$ cat src/rtl/sgd_pkg.sv
package sgd_pkg;
   localparam int unsigned SGD_DESC_W    = 64;
   localparam int unsigned SGD_RGN_W     = 17;
   localparam int unsigned SGD_DESC_STEP = 8;
   localparam logic [15:0] SGD_CNT_MASK  = 16'hFFFE;

   typedef enum logic [1:0] {
      SGD_IDLE,
      SGD_EVAL,
      SGD_FETCH,
      SGD_MOVE
   } sgd_state_e;

   typedef struct packed {
      logic                 last;
      logic [SGD_RGN_W-1:0] len;
   } sgd_size_t;
endpackage

$ cat src/rtl/sgd_desc_decode.sv
module sgd_desc_decode
   import sgd_pkg::*;
#(
   parameter int unsigned ADDR_W = 32
) (
   input  logic [SGD_DESC_W-1:0] desc_i,
   output logic [ADDR_W-1:0]     addr_o,
   output sgd_size_t             size_o
);
   logic [31:0] word_addr;
   logic [31:0] word_size;
   logic [15:0] cnt;

   assign word_addr = desc_i[31:0];
   assign word_size = desc_i[63:32];
   assign cnt       = word_size[15:0] & SGD_CNT_MASK;
   assign addr_o    = word_addr[ADDR_W-1:0];

   always_comb begin
      size_o.last = word_size[31];
      size_o.len  = (cnt == 16'd0) ? SGD_RGN_W'(17'h10000) : {1'b0, cnt};
   end

   logic unused_flags;
   assign unused_flags = ^{word_size[30:16], word_size[0]};

   generate
      if (ADDR_W < 32) begin : g_narrow
         logic unused_hi;
         assign unused_hi = ^word_addr[31:ADDR_W];
      end
   endgenerate
endmodule

$ cat src/rtl/sgd_chunk_sel.sv
module sgd_chunk_sel
   import sgd_pkg::*;
#(
   parameter int unsigned LEN_W      = 24,
   parameter int unsigned ADDR_W     = 32,
   parameter int unsigned BURST_PAGE = 4096,
   parameter bit          SPLIT_EN   = 1'b1
) (
   input  logic [LEN_W-1:0]     need_i,
   input  logic [SGD_RGN_W-1:0] rem_i,
   input  logic [ADDR_W-1:0]    addr_i,
   output logic [SGD_RGN_W-1:0] chunk_o
);
   localparam int unsigned BP_W = $clog2(BURST_PAGE);

   logic [SGD_RGN_W-1:0] need_cap;

   assign need_cap = (need_i > LEN_W'(rem_i)) ? rem_i : need_i[SGD_RGN_W-1:0];

   generate
      if (SPLIT_EN) begin : g_split
         logic [SGD_RGN_W-1:0] room;
         assign room    = SGD_RGN_W'(BURST_PAGE) - SGD_RGN_W'(addr_i[BP_W-1:0]);
         assign chunk_o = (need_cap > room) ? room : need_cap;
         logic unused_addr;
         assign unused_addr = ^addr_i[ADDR_W-1:BP_W];
      end else begin : g_flat
         assign chunk_o = need_cap;
         logic unused_addr;
         assign unused_addr = ^addr_i;
      end
   endgenerate
endmodule

$ cat src/rtl/sgd_dma_engine.sv
module sgd_dma_engine
   import sgd_pkg::*;
#(
   parameter int unsigned ADDR_W     = 32,
   parameter int unsigned LEN_W      = 24,
   parameter int unsigned BURST_PAGE = 4096,
   parameter int unsigned TBL_LIMIT  = 4096,
   parameter bit          SPLIT_EN   = 1'b1
) (
   input  logic                  clk_i,
   input  logic                  rst_ni,
   input  logic                  base_we_i,
   input  logic [ADDR_W-1:0]     base_i,
   input  logic                  start_i,
   input  logic                  dir_i,
   input  logic [LEN_W-1:0]      len_i,
   output logic                  dsc_req_o,
   output logic [ADDR_W-1:0]     dsc_addr_o,
   input  logic                  dsc_ack_i,
   input  logic [SGD_DESC_W-1:0] dsc_data_i,
   output logic                  bst_req_o,
   output logic                  bst_wr_o,
   output logic [ADDR_W-1:0]     bst_addr_o,
   output logic [SGD_RGN_W-1:0]  bst_len_o,
   input  logic                  bst_ack_i,
   output logic                  busy_o,
   output logic                  done_o,
   output logic                  eot_o,
   output logic                  ovr_o
);
   localparam logic [ADDR_W-1:0] LIMIT_A = ADDR_W'(TBL_LIMIT);
   localparam logic [ADDR_W-1:0] STEP_A  = ADDR_W'(SGD_DESC_STEP);

   generate
      if (ADDR_W < 16 || ADDR_W > 32) begin : g_bad_addr
         $error("sgd_dma_engine: ADDR_W must lie in 16..32");
      end
      if (LEN_W < SGD_RGN_W || LEN_W > 32) begin : g_bad_len
         $error("sgd_dma_engine: LEN_W must lie in 17..32");
      end
      if (BURST_PAGE < 8 || BURST_PAGE > 65536 ||
          (BURST_PAGE & (BURST_PAGE - 1)) != 0) begin : g_bad_page
         $error("sgd_dma_engine: BURST_PAGE must be a power of two in 8..65536");
      end
      if (TBL_LIMIT == 0 || (TBL_LIMIT % SGD_DESC_STEP) != 0) begin : g_bad_limit
         $error("sgd_dma_engine: TBL_LIMIT must be a nonzero multiple of 8");
      end
   endgenerate

   sgd_state_e           state_q;
   logic [ADDR_W-1:0]    base_q;
   logic [ADDR_W-1:0]    ptr_q;
   logic [ADDR_W-1:0]    rgn_addr_q;
   logic [SGD_RGN_W-1:0] rem_q;
   logic                 last_q;
   logic [LEN_W-1:0]     need_q;
   logic                 wr_q;
   logic                 done_q;
   logic                 eot_q;
   logic                 ovr_q;

   logic [ADDR_W-1:0]    dec_addr;
   sgd_size_t            dec_size;
   logic [SGD_RGN_W-1:0] chunk;
   logic [ADDR_W-1:0]    walked;

   sgd_desc_decode #(
      .ADDR_W (ADDR_W)
   ) u_decode (
      .desc_i (dsc_data_i),
      .addr_o (dec_addr),
      .size_o (dec_size)
   );

   sgd_chunk_sel #(
      .LEN_W      (LEN_W),
      .ADDR_W     (ADDR_W),
      .BURST_PAGE (BURST_PAGE),
      .SPLIT_EN   (SPLIT_EN)
   ) u_chunk (
      .need_i  (need_q),
      .rem_i   (rem_q),
      .addr_i  (rgn_addr_q),
      .chunk_o (chunk)
   );

   assign walked = ptr_q - base_q;

   always_ff @(posedge clk_i or negedge rst_ni) begin
      if (!rst_ni) begin
         state_q    <= SGD_IDLE;
         base_q     <= '0;
         ptr_q      <= '0;
         rgn_addr_q <= '0;
         rem_q      <= '0;
         last_q     <= 1'b0;
         need_q     <= '0;
         wr_q       <= 1'b0;
         done_q     <= 1'b0;
         eot_q      <= 1'b0;
         ovr_q      <= 1'b0;
      end else begin
         done_q <= 1'b0;
         eot_q  <= 1'b0;
         ovr_q  <= 1'b0;
         if (base_we_i) begin
            base_q <= base_i;
         end
         case (state_q)
            SGD_IDLE: begin
               if (start_i) begin
                  ptr_q      <= base_q;
                  rgn_addr_q <= '0;
                  rem_q      <= '0;
                  last_q     <= 1'b0;
                  need_q     <= len_i;
                  wr_q       <= dir_i;
                  state_q    <= SGD_EVAL;
               end
            end
            SGD_EVAL: begin
               if (need_q == '0) begin
                  done_q  <= 1'b1;
                  state_q <= SGD_IDLE;
               end else if (rem_q != '0) begin
                  state_q <= SGD_MOVE;
               end else if (last_q) begin
                  eot_q   <= 1'b1;
                  state_q <= SGD_IDLE;
               end else if (walked >= LIMIT_A) begin
                  ovr_q   <= 1'b1;
                  state_q <= SGD_IDLE;
               end else begin
                  state_q <= SGD_FETCH;
               end
            end
            SGD_FETCH: begin
               if (dsc_ack_i) begin
                  rgn_addr_q <= dec_addr;
                  rem_q      <= dec_size.len;
                  last_q     <= dec_size.last;
                  ptr_q      <= ptr_q + STEP_A;
                  state_q    <= SGD_EVAL;
               end
            end
            SGD_MOVE: begin
               if (bst_ack_i) begin
                  rgn_addr_q <= rgn_addr_q + ADDR_W'(chunk);
                  rem_q      <= rem_q - chunk;
                  need_q     <= need_q - LEN_W'(chunk);
                  state_q    <= SGD_EVAL;
               end
            end
            default: state_q <= SGD_IDLE;
         endcase
      end
   end

   assign dsc_req_o  = (state_q == SGD_FETCH);
   assign dsc_addr_o = ptr_q;
   assign bst_req_o  = (state_q == SGD_MOVE);
   assign bst_wr_o   = wr_q;
   assign bst_addr_o = rgn_addr_q;
   assign bst_len_o  = chunk;
   assign busy_o     = (state_q != SGD_IDLE);
   assign done_o     = done_q;
   assign eot_o      = eot_q;
   assign ovr_o      = ovr_q;
endmodule

$ cat config.mk
export PLATFORM = sky130hd
export DESIGN_NAME = sgd_dma_engine
export DESIGN_NICKNAME = d
export VERILOG_FILES = /design/src/rtl/sgd_pkg.sv /design/src/rtl/sgd_desc_decode.sv /design/src/rtl/sgd_chunk_sel.sv /design/src/rtl/sgd_dma_engine.sv
export SDC_FILE = /design/constraint.sdc
export NUM_CORES = 1
export LEC_CHECK = 0
export ABC_AREA = 1
export BUFFER_PORTS_ARGS = -buffer_cell sky130_fd_sc_hd__buf_2
export CORE_MARGIN = 5
export CORE_UTILIZATION = 45
export CTS_BUF_LIST = sky130_fd_sc_hd__clkbuf_16
export DETAILED_ROUTE_END_ITERATION = 16
export GPL_TIMING_DRIVEN = 0
export PLACE_DENSITY_LB_ADDON = 0.3
export SYNTH_ARGS = -nofsm -noshare
export SYNTH_HDL_FRONTEND = slang
export SYNTH_SLANG_ARGS = --single-unit
$ cat constraint.sdc
create_clock -name clk_i -period 5.38 [get_ports clk_i]
set_input_delay 0.269 -clock clk_i [delete_from_list [all_inputs] [get_ports clk_i]]
set_output_delay 0.269 -clock clk_i [all_outputs]
set_load 0.05 [all_outputs]
## Word-level counts from Yosys, hierarchy flattened

Index checks and enable logic that the tools add are counted.

| word-level totals | value |
|---|---|
| output and inout port bits | 88 |
| flip-flop bits (word level) | 144 |
| bits of input ports | 127 |
| logic and storage cells | 78 |

| operators by class | value |
|---|---|
| equal/unequal tests | 6 |
| reduce and logical (&&, ||, !) cells | 13 |
| muxes and demuxes | 39 |
| $add $sub $neg | 6 |
| magnitude comparators | 3 |

Operators by type and width:

| cell | count |
|---|---|
| $mux W32 | 5 |
| $mux W17 | 6 |
| $pmux W32 S3 | 1 |
| $pmux W32 S2 | 1 |
| $pmux W17 S3 | 1 |
| $mux W24 | 2 |
| $pmux W24 S2 | 1 |
| $add A32 B17 Y32 | 1 |
| $add A32 B4 Y32 const B | 1 |
| $ge A32 B13 Y1 const B | 1 |
| $sub A32 B32 Y32 | 1 |
| $gt A24 B17 Y1 | 1 |
| $logic_not A24 Y1 | 1 |
| $sub A24 B17 Y24 | 1 |
| $gt A17 B17 Y1 | 1 |
| $reduce_bool A17 Y1 | 1 |
| $sub A17 B17 Y17 | 1 |
| $logic_not A16 Y1 | 1 |
| $mux W2 | 7 |
| $sub A13 B12 Y14 const A | 1 |
| $mux W1 | 13 |
| $reduce_and A3 Y1 | 3 |
| $pmux W2 S4 | 1 |
| $reduce_bool A2 Y1 | 3 |
| other kinds (9) | 11 |

## Depth between registers and ports, before layout

Gate-level depths: netlist of the first run.

| logic depth | value |
|---|---|
| depth in word-level cells | 7 |
| mapped depth | 44 |
| mapped depth without buffers | 42 |

## By module

A second synthesis of the first run with hierarchy kept.

| unflattened totals | value |
|---|---|
| cells, all modules | 2,294 |
| area total of the unflattened synthesis | 14,626.5 um2 |

By module, submodules not included:

| module | instances | sequential area each (um2) | area an instance (um2) | cells an instance |
|---|---|---|---|---|
| sgd_dma_engine | 1 | 3,603.5 | 12,524.5 | 1,928 |
| sgd_chunk_sel | 1 | 0.0 | 1,681.6 | 288 |
| sgd_desc_decode | 1 | 0.0 | 420.4 | 78 |

## Worst setup path after synthesis of the first run

Ideal clock, no wire load.

| timing | value |
|---|---|
| kind | flip-flop to flip-flop |
| start | reg rem_q[1] |
| end | reg need_q[18] |
| arrival time | 5,670 ps |
| slack | -417 ps |
| required time | 5,254 ps |
| clock period less this slack | 5,797 ps |
| path buffers | 2 |
| setup time | 126 ps |
| stages on the path, launching flop included | 40 |
| cell sequence | dfrtp_1 > inv_1 > ha_1 > inv_1 > nor2_1 > nor2_1 > o21ai_1 > nand2_1 > o211ai_1 > nand3_1 > nand3_1 > nand2_2 > buf_4 > nand2_1 > o21ai_0 > ha_1 > a21oi_1 > o21ai_0 > [4 not listed] > nand2_1 > nand2_1 > nand2_1 > nand3_4 > buf_6 > o21ai_1 > ha_1 > inv_1 > fa_1 > a21oi_1 > inv_1 > nand2_1 > a21oi_1 > or2_2 > a21oi_1 > o21ai_0 > o211ai_1 > nand2_1 |

| on the way | value |
|---|---|
| cells in the longest elaborated chain, start to end | 7 |

Ends and longest elaborated chain:

| what | RTL line | RTL |
|---|---|---|
| from (decl) | sgd_dma_engine.sv:54 | `logic [SGD_RGN_W-1:0] rem_q;` |
| from (signal assigned) | sgd_dma_engine.sv:140 | `rem_q <= dec_size.len;` |
| from (signal assigned) | sgd_dma_engine.sv:149 | `rem_q <= rem_q - chunk;` |
| $gt A24 B17 Y1 | sgd_chunk_sel.sv:18 | `assign need_cap = (need_i > LEN_W'(rem_i)) ? rem_i : need_i[SGD_RGN_W-1:0];` |
| $mux W17 (*) | sgd_chunk_sel.sv:18 |  |
| $gt A17 B17 Y1 | sgd_chunk_sel.sv:24 | `assign chunk_o = (need_cap > room) ? room : need_cap;` |
| $mux W17 (*) | sgd_chunk_sel.sv:24 |  |
| via bst_len_o[0] | sgd_dma_engine.sv:24 | `output logic [SGD_RGN_W-1:0] bst_len_o,` |
| $sub A24 B17 Y24 (*) | sgd_dma_engine.sv:150 | `need_q <= need_q - LEN_W'(chunk);` |
| $mux W24 (*) | sgd_dma_engine.sv:147 | `if (bst_ack_i) begin` |
| $pmux W24 S2 (*) | sgd_dma_engine.sv:109 | `case (state_q)` |
| to (signal assigned) | sgd_dma_engine.sv:116 | `need_q <= len_i;` |
| to (signal assigned) | sgd_dma_engine.sv:150 |  |
| to (decl) | sgd_dma_engine.sv:56 | `logic [LEN_W-1:0] need_q;` |

The timed path passes the listed nets; every way through them passes the cells marked *. The select of a mux whose other input is x is not followed.
A chain may end at the register's enable or synchronous reset.

## Final worst setup path of the first run

| timing | value |
|---|---|
| start | reg need_q[15] |
| end | reg need_q[18] |

| on the way | value |
|---|---|
| cells in the longest elaborated chain, start to end | 7 |

Ends and longest elaborated chain:

| what | RTL line |
|---|---|
| $gt A24 B17 Y1 | sgd_chunk_sel.sv:18 |
| $mux W17 | sgd_chunk_sel.sv:18 |
| $gt A17 B17 Y1 | sgd_chunk_sel.sv:24 |
| $mux W17 | sgd_chunk_sel.sv:24 |
| $sub A24 B17 Y24 (*) | sgd_dma_engine.sv:150 |
| $mux W24 (*) | sgd_dma_engine.sv:147 |
| $pmux W24 S2 (*) | sgd_dma_engine.sv:109 |

Every way passes the cells marked *; elsewhere a longest branch is shown, timed or not. The select of a mux whose other input is x is not followed.

==> results of run 1 <==
[logic make-up (layout without fill, tap and decap cells)]
family,Yosys count,after routing,share of synthesized area
DFF,144,144,0.2567
other,2,15,0.0005351
xor gates and xnor gates,45,45,0.02808
and+or+nand+nor,1017,1017,0.3123
buffers and inverters,390,675,0.1076
adders and majority gates,121,121,0.1100
muxes,1,1,0.0008022
AOI/OAI and AO/OA,472,472,0.1840
[flip-flops by register name, summed over array words and instances, names as in the netlist]
signal,cells
ovr_o,1
rem_q,17
dsc_addr_o,32
state_q,2
bst_addr_o,32
base_q,32
bst_wr_o,1
done_o,1
need_q,24
last_q,1
eot_o,1
[layout make-up]
type,count,area (um2)
fill,2993,13130
buffer,57,289.0
sequential,144,3617
clock inverter,15,118.9
inverter,332,1254
multi-input combinational,1671,9848
tap,396,495.5
timing repair buffer,254,1488
clock buffer,17,425.4
[layer usage]
layer  global-route usage  wire (um)
met1               0.4174      24040
met2               0.4469      23290
met3              0.05306       4504
met4               0.1155       2024
met5                    0          0
[through the flow]
step	worst slack, ns	cell area, um2	setup TNS, ns	util	instances
floorplan	0.01316	14100	0	-	2205
global placement	-1.042	15560	-37.04	0.5074	2794
detailed placement	-1.065	15600	-40.88	0.5085	2795
CTS	-0.03297	16510	-0.05475	0.5383	2848
global route	-0.3515	17540	-8.862	0.5718	2886
finish	-0.05915	17540	-0.2569	0.5718	2886
[timing repair]
item,4_1_cts,5_1_grt
hold endpoints to repair,71,0
setup endpoints to repair,67,59
pin swaps,11,56
resized for setup,59,203
cloned,1,0
setup buffers,19,39
hold buffers,1,0
[path summary, 6_finish.rpt]
path,end,slack [ns],cells past startpoint
min in group asynchronous,base_q[22],0.39,2
hold reg to reg,bst_wr_o,0.50,1
hold / removal,base_q[12],0.02,3
max in group asynchronous,need_q[1],4.13,3
setup / recovery,need_q[18],-0.06,35
setup reg to reg,need_q[18],-0.06,35
[cells in the final DEF, fill, tap and decap left out, drive strengths merged, types with 48 or more instances in the layout]
master / instances
nor2: 161
a21oi: 173
o21ai: 216
inv: 333
nand4: 48
dfrtp: 144
ha: 117
clkbuf: 52
buf: 275
nand2: 608
nand3: 116
[worst max-delay path, delay by kind of cell, from the launching register on]
family,cells,cell delay (ns)
AOI/OAI and AO/OA,12,1.50
DFF,1,0.45
buffers and inverters,5,0.53
adders and majority gates,4,1.20
and+or+nand+nor,14,1.62
==> results.yml, run 1 <==
status:
  status: "complete, but fails checks"
  violations: "setup timing"
clock_network:
  root_buffer: "clkbuf_16"
  cts_tree: "done"
  numCtsBuffers: 17
  clkTransAtPathRegs_ns: 0.07
  clock_latency_ns: 0.46
  cts_buffer_depth: 2
  htreeDepth: 4
  cts_sinks: 144
synthesis:
  yosysMostFrequentCell: "nand2_1"
  yosys_warnings: 0
  synthCells: 2192
  ys_ff_latch: 144
  yosysUniqueCellTypes: 55
  syn_avg_cell_area_um2: 6.403
  async_flop_share: 1.000
  seq_area_frac_synth: 0.2567
  synth_enable_flop_cells: 0
  yosys-top-cells-count: "nand2_1 (602), inv_1 (326), o21ai_0 (195)"
  yosys-top-cells-area: "dfrtp_1 (26%), nand2_1 (16%), ha_1 (10%)"
  netlist_area_um2: 14040
  synthFlopType: "dfrtp_1"
  yosys.area.top_type_share: 0.2567
  yosys.area.top_type: "dfrtp_1"
grt:
  grt-ovfl-total: 0
  grt_use_total: 0.2946
  grt_pass1_wl_mm: 83.21
  antenna_found_initial: 0
  grt_max_degree: 74
  grt_pass1_vias: 15340
routing:
  routed_wl_mm: 53.86
  final_antenna_net_count: 0
  vias: 16120
  firstDrtPassIters: 5
  drtIter0Drc: 1409
  wire_per_inst_um: 18.66
  vias_per_cell: 5.584
  drc: 0
timing:
  fin_crit_ns: 5.439
  rsz0062_at_grt: "yes"
  fin_skew_ns: 0.01215
  relSlewSlack: 0.3164
  fin_crit_sh: 1.011
  worst_pin_slew_ns: 1.025
  finalSetupViolations: 8
  finalHoldViolCount: 0
  fmax_mhz: 183.9
  slew_violations: 0
  holdWs_ns: 0.02051
  worst_slack_ns: -0.05915
worst_setup_path:
  end_kind: "register"
  cpMaxStageDelayCell: "dfrtp_2"
  cp.required_ns: 5.72
  arrival_ns: 5.78
  cp_max_fo: 8
  slowest_delay_ns: 0.45
  critPathLaunch: "need_q[15]"
  startpoint_type: "register"
  regToRegStartpoint: "need_q[15]"
  crit_type: "register to register"
die:
  die_h_um: 186.6
  start_util: 0.4577
  die_area_um2: 34820
  fp.coreArea_um2: 30670
  std_cell_rows: 64
  boundaryPins: 215
  die_x_um: 186.6
final_layout:
  antennaDiodeCount: 0
  drive_gt1_frac: 0.2149
  nNetsFinal: 2725
  area_growth_pct: 24.93
min_path:
  hp-class: "input pin to register"
  worstHoldStart: "base_i[12]"
flow_run:
  maxCapViolCount: 0
placement:
  hpwl_mm: 41.28
  place.gp.congestion: 0.9793
  portBuffers: 193
Power of run 1 is left out: the tool's default activity adds up to more than one toggle a clock period on the data nets, which glitch-free logic cannot reach.
==> run 2, diff against run 1 <==
--- a/config.mk
+++ b/config.mk
@@ -5,7 +5,7 @@
 export SDC_FILE = /design/constraint.sdc
 export NUM_CORES = 1
 export LEC_CHECK = 0
-export ABC_AREA = 1
+export ABC_AREA = 0
 export BUFFER_PORTS_ARGS = -buffer_cell sky130_fd_sc_hd__buf_2
 export CORE_MARGIN = 5
 export CORE_UTILIZATION = 45
==> constraint.sdc (replaced) <==
create_clock -name clk_i -period 6.29 [get_ports clk_i]
set_input_delay 0.3145 -clock clk_i [delete_from_list [all_inputs] [get_ports clk_i]]
set_output_delay 0.3145 -clock clk_i [all_outputs]
set_load 0.05 [all_outputs]
==> run 2 against run 1 <==
The run still ends with setup timing left. Global-route usage down 0.26 points. Sequential share of layout area up 1.8 points. Utilization up 2.4 points. Register-to-register slack worse by 0.28 ns. Wire length down 12%. Count of clock-buffer cells in the layout unchanged.
==> results.yml, run 2 <==
status:
  status: "complete, but fails checks"
  violations: "setup timing"
routing:
  vias_per_cell: 6.186
  routed_wl_mm: 47.49
  drc: 0
  final_antenna_net_count: 0
  wire_per_inst_um: 21.45
  firstDrtPassIters: 9
  drtIter0Drc: 1262
  vias: 13700
die:
  std_cell_rows: 60
  die_area_um2: 30970
  fp.coreArea_um2: 27030
  die_x_um: 176.0
  boundaryPins: 215
  die_h_um: 176.0
  start_util: 0.4587
timing:
  worst_slack_ns: -0.3427
  rsz0062_at_grt: "yes"
  relSlewSlack: 0.3755
  fin_skew_ns: 0.01434
  fmax_mhz: 150.8
  worst_pin_slew_ns: 0.9367
  fin_crit_sh: 1.054
  finalHoldViolCount: 0
  fin_crit_ns: 6.633
  slew_violations: 0
  tns_ns: -5.992
  finalSetupViolations: 32
  holdWs_ns: 0.08011
synthesis:
  yosys.area.top_type: "dfrtp_1"
  yosysMostFrequentCell: "a21oi_1"
  syn_avg_cell_area_um2: 8.054
  yosys.area.top_type_share: 0.2907
  ys_ff_latch: 144
  netlist_area_um2: 12400
  yosys-top-cells-count: "a21oi_1 (157), nand2_1 (154), dfrtp_1 (144)"
  yosys-top-cells-area: "dfrtp_1 (29%), ha_1 (12%), a21oi_1 (6.3%)"
  synthFlopType: "dfrtp_1"
  synthCells: 1539
  yosys_warnings: 0
  async_flop_share: 1.000
  yosysUniqueCellTypes: 91
  synth_enable_flop_cells: 0
  seq_area_frac_synth: 0.2907
clock_network:
  cts_sinks: 144
  root_buffer: "clkbuf_16"
  cts_buffer_depth: 2
  htreeDepth: 4
  cts_tree: "done"
  numCtsBuffers: 17
  clkTransAtPathRegs_ns: 0.07
  clock_latency_ns: 0.43
grt:
  grt_use_total: 0.2920
  grt_pass1_wl_mm: 71.91
  grt_pass1_vias: 13190
  grt_max_degree: 76
  antenna_found_initial: 2
  grt-ovfl-total: 0
final_layout:
  stdcell_area_um2: 16110
  final_common_cell: "buf_2"
  n_fill_cell: 2364
  multiInputGateArea_um2: 9022
  seq_area_um2: 3616
  nNetsFinal: 2107
  fin_cells: 2214
  layout_common_cells: "buf_2 (197), nand2_1 (150), dfrtp_1 (134)"
  area_growth_pct: 30.00
  drive_gt1_frac: 0.2742
placement:
  hpwl_mm: 35.02
  portBuffers: 193
  dp_worst_setup_slack_ns: -1.265
  postPlaceCellArea_um2: 14040
  place.gp.congestion: 0.9533
  placed_cells: 2087
power_and_ir_drop:
  powerDensity_nw_per_um2: 677.7
  max-vdd-ir-drop_mv: 0.2629
  p_leak_nw: 7.408
worst_setup_path:
  arrival_ns: 6.92
  slowest_delay_ns: 0.40
  cpMaxStageDelayCell: "dfrtp_1"
  cp_max_fo: 4
  crit_type: "register to register"
  cpMostUsedCell: "buf_4"
  end_kind: "register"
  cp.required_ns: 6.58
  startpoint_type: "register"
flow_run:
  maxCapViolCount: 0
min_path:
  hp-class: "input pin to register"
-- run 2: changes by cell type after synthesis, moves of 24 or more --
cell / before / now
nand2_1: 602 / 154
inv_1: 326 / 97
o21ai_0: 195 / 128
nand3_1: 111 / 47
nor2_1: 154 / 110
mux2i_1: 0 / 24
-- run 2: area by class of cell --
type,count,area share
Tap cell,341,0.02648
Antenna cell,2,0.0003106
Multi-Input combinational cell,1240,0.5599
Timing Repair Buffer,288,0.1091
Clock inverter,14,0.009550
Clock buffer,17,0.02640
Sequential cell,144,0.2244
Inverter,98,0.02298
Buffer,70,0.02089
-- run 2: critical path, delay by kind of cell, from the launching register on --
kind	cells	cell delay (ns)
compound gates	12	2.23
mux	2	0.50
flops	1	0.40
simple gates	7	1.26
buf+inv	9	1.03
fa+ha+maj	4	1.07
-- run 2: cell families (layout without fill, tap and decap cells) --
group                    Yosys count  after routing  share of synthesized area
AO/OA/AOI/OAI                    532            532                     0.2705
AND/OR/NAND/NOR                  479            479                     0.1881
buffers and inverters            168            487                    0.05441
flip-flops                       144            144                     0.2907
adder cells (fa/ha/maj)          121            121                     0.1246
XOR/XNOR                          54             54                    0.03815
multiplexers                      39             39                    0.03301
other                              2             17                  0.0006059
-- run 2: through the flow --
stage	total power, mW	utilization
6_report	10.92	0.5963
5_1_grt	11.65	0.5963
4_1_cts	10.02	0.5757
3_5_place_dp	8.076	0.5194
3_3_place_gp	7.975	0.5181
2_1_floorplan	6.532	-
-- run 2: power breakdown --
part	switching (mW)	total [mW]	internal [mW]	leakage, nW
Combinational	4.79	8.21	3.42	5.37
Sequential	0.444	1.68	1.23	1.76
Clock	0.450	1.04	0.589	0.277
-- run 2: worst paths after layout --
kind / slack (ns) / start / endpoint / cells after the start
max: -0.34 / rem_q[13] / need_q[20] / 34
min: 0.08 / dir_i / bst_wr_o / 3
max reg2reg: -0.34 / rem_q[13] / need_q[20] / 34
min reg2reg: 0.48 / bst_wr_o / bst_wr_o / 2
max in group asynchronous: 4.97 / rst_ni / base_q[31] / 3
min in group asynchronous: 0.45 / rst_ni / need_q[2] / 2
-- run 2: repair_timing --
action                                  in CTS  in global routing
endpoints found under the setup margin      55                 54
buffers inserted                            77                 25
gates cloned                                 1                  0
resized for setup                           82                103
pin swaps                                   59                 81
endpoints found under the hold margin       69                  0
hold buffers                                 1                  0
-- run 2: per-layer routing --
layer  vias up  wire length, um  GRT usage
met5         -                0          0
met4         0             2506     0.1488
met3       157             3635    0.04368
met2       742            21840     0.4737
met1      6480            19510     0.3804
li1       6317                -          -
No activity file was read; power rests on OpenSTA's default activity.
==> run 3, diff against run 2 <==
--- a/config.mk
+++ b/config.mk
@@ -6,11 +6,10 @@
 export NUM_CORES = 1
 export LEC_CHECK = 0
 export ABC_AREA = 0
-export BUFFER_PORTS_ARGS = -buffer_cell sky130_fd_sc_hd__buf_2
-export CORE_MARGIN = 5
 export CORE_UTILIZATION = 45
 export CTS_BUF_LIST = sky130_fd_sc_hd__clkbuf_16
 export DETAILED_ROUTE_END_ITERATION = 16
+export DONT_BUFFER_PORTS = 1
 export GPL_TIMING_DRIVEN = 0
 export PLACE_DENSITY_LB_ADDON = 0.3
 export SYNTH_ARGS = -nofsm -noshare
==> run 3 against run 2 <==
The run ends with hold timing, setup timing left. Die area shrank 8.9%. Cell count down 8.3%. Setup slack worse by 0.23 ns. Critical endpoint unchanged. Largest cell class unchanged.
==> results.yml, run 3 (synthesized netlist as in run 2, its figures left out) <==
placement:
  postPlaceCellArea_um2: 13040
  portBuffers: 0
  hpwl_mm: 33.30
  dp_worst_setup_slack_ns: -1.200
  place.gp.congestion: 0.9622
routing:
  final_antenna_net_count: 0
  vias: 12900
  drc: 0
  drtIter0Drc: 1091
  vias_per_cell: 6.352
  routed_wl_mm: 46.63
  wire_per_inst_um: 22.96
  firstDrtPassIters: 7
worst_setup_path:
  crit_type: "register to register"
  end_kind: "register"
  startpoint_type: "register"
  cpMostUsedCell: "o21a_1"
  cp.required_ns: 6.59
  cpMaxStageDelayCell: "mux2i_4"
  cp_max_fo: 6
  slowest_delay_ns: 0.55
  arrival_ns: 7.16
die:
  start_util: 0.4599
  die_area_um2: 28210
  fp.coreArea_um2: 26950
  boundaryPins: 215
  die_h_um: 168.0
  die_x_um: 168.0
  std_cell_rows: 60
timing:
  tns_ns: -13.89
  worst_slack_ns: -0.5758
  worst_pin_slew_ns: 1.460
  fin_crit_sh: 1.092
  fin_crit_ns: 6.866
  rsz0062_at_grt: "yes"
  slew_violations: 0
  finalHoldViolCount: 1
  finalSetupViolations: 46
  fmax_mhz: 145.7
  fin_skew_ns: 0.01383
  holdWs_ns: -0.001003
  relSlewSlack: 0.02643
final_layout:
  layout_common_cells: "nand2_1 (148), dfrtp_1 (138), a21oi_1 (124)"
  final_common_cell: "nand2_1"
  area_growth_pct: 24.22
  nNetsFinal: 1923
  n_fill_cell: 2377
  drive_gt1_frac: 0.1931
  stdcell_area_um2: 15400
min_path:
  hp-class: "input pin to register"
power_and_ir_drop:
  total_power_mw: 11.08
  p_leak_nw: 6.687
  max-vdd-ir-drop_mv: 0.3277
  powerDensity_nw_per_um2: 719.7
grt:
  grt_use_total: 0.3190
  grt_pass1_vias: 12520
  antenna_found_initial: 2
  grt-ovfl-total: 0
  grt_max_degree: 145
  grt_pass1_wl_mm: 70.01
clock_network:
  clock_latency_ns: 0.44
  clkTransAtPathRegs_ns: 0.07
  cts_buffer_depth: 2
  root_buffer: "clkbuf_16"
  cts_sinks: 144
  htreeDepth: 4
  cts_tree: "done"
  numCtsBuffers: 17
flow_run:
  maxCapViolCount: 0
status:
  violations: "hold timing, setup timing"
  status: "complete, but fails checks"
-- run 3: cell types whose count changed in the layout (fill, tap and decap cells not counted), moves of 5 or more --
cell,delta
buf_2,-192
mux2i_2,-6
dlygate4sd3_1,+10
buf_4,-9
inv_6,-5
o21ai_1,+8
mux2i_4,+7
o21ai_0,-7
buf_6,+9
-- run 3: per-layer routing --
metal | part of all wire | vias up | wire length [um] | global-route usage
li1 | - | 5939 | - | -
met1 | 0.40 | 6211 | 18670 | 0.3899
met2 | 0.47 | 641 | 22050 | 0.5400
met3 | 0.087 | 110 | 4065 | 0.07146
met4 | 0.040 | 0 | 1842 | 0.1360
met5 | 0 | - | 0 | 0
-- run 3: what timing repair did --
action	4_1_cts	5_1_grt
hold buffers	12	0
resized for setup	112	111
pin swaps	89	104
endpoints found under the hold margin	154	0
endpoints found under the setup margin	59	61
buffers inserted	83	31
-- run 3: worst paths after layout --
kind / to / start / cells past startpoint / slack [ns]
worst max register to register: need_q[20] / rem_q[6] / 33 / -0.58
worst min register to register: dsc_addr_o[0] / base_q[0] / 2 / 0.53
worst min-delay path: bst_addr_o[22] / dsc_data_i[22] / 2 / -0.001
worst max-delay path: need_q[20] / rem_q[6] / 33 / -0.58
max in group asynchronous: dsc_addr_o[26] / rst_ni / 2 / 5.15
min in group asynchronous: need_q[2] / rst_ni / 2 / 0.53
-- run 3: cell type report --
cell class,instances,area [um2],area share
inverters,98,367.9,0.02389
multi-input cells,1240,9176,0.5960
well taps,341,426.7,0.02771
diodes,2,5.005,0.0003250
flip-flops and latches,144,3611,0.2345
clock inverters,15,147.6,0.009589
plain buffers,69,317.8,0.02064
repair buffers,105,919.6,0.05973
clock buffers,17,425.4,0.02763
-- run 3: metrics by stage --
| stage | utilization | instances | hold WS, ns |
|---|---|---|---|
| floorplan | - | 1552 | 0.01891 |
| global placement | 0.4838 | 1893 | 0.02495 |
| detailed placement | 0.4838 | 1893 | 0.02291 |
| CTS | 0.5488 | 2016 | 0.001350 |
| global route | 0.5713 | 2031 | 0.004855 |
| finish | 0.5713 | 2031 | -0.001003 |
-- run 3: critical path: cells and delay by family, from the launching register on --
kind	cells	cell delay, ns
multiplexers	2	0.78
flip-flops	1	0.38
adder cells (fa/ha/maj)	4	1.18
AO/OA/AOI/OAI	21	3.66
buffers and inverters	4	0.47
AND/OR/NAND/NOR	2	0.24
-- run 3: report_power, final --
group | switching, mW | internal, mW | total, mW
Sequential | 0.983 | 1.22 | 2.20
Combinational | 4.38 | 3.47 | 7.85
Clock | 0.453 | 0.582 | 1.03
Total | 5.81 | 5.27 | 11.1
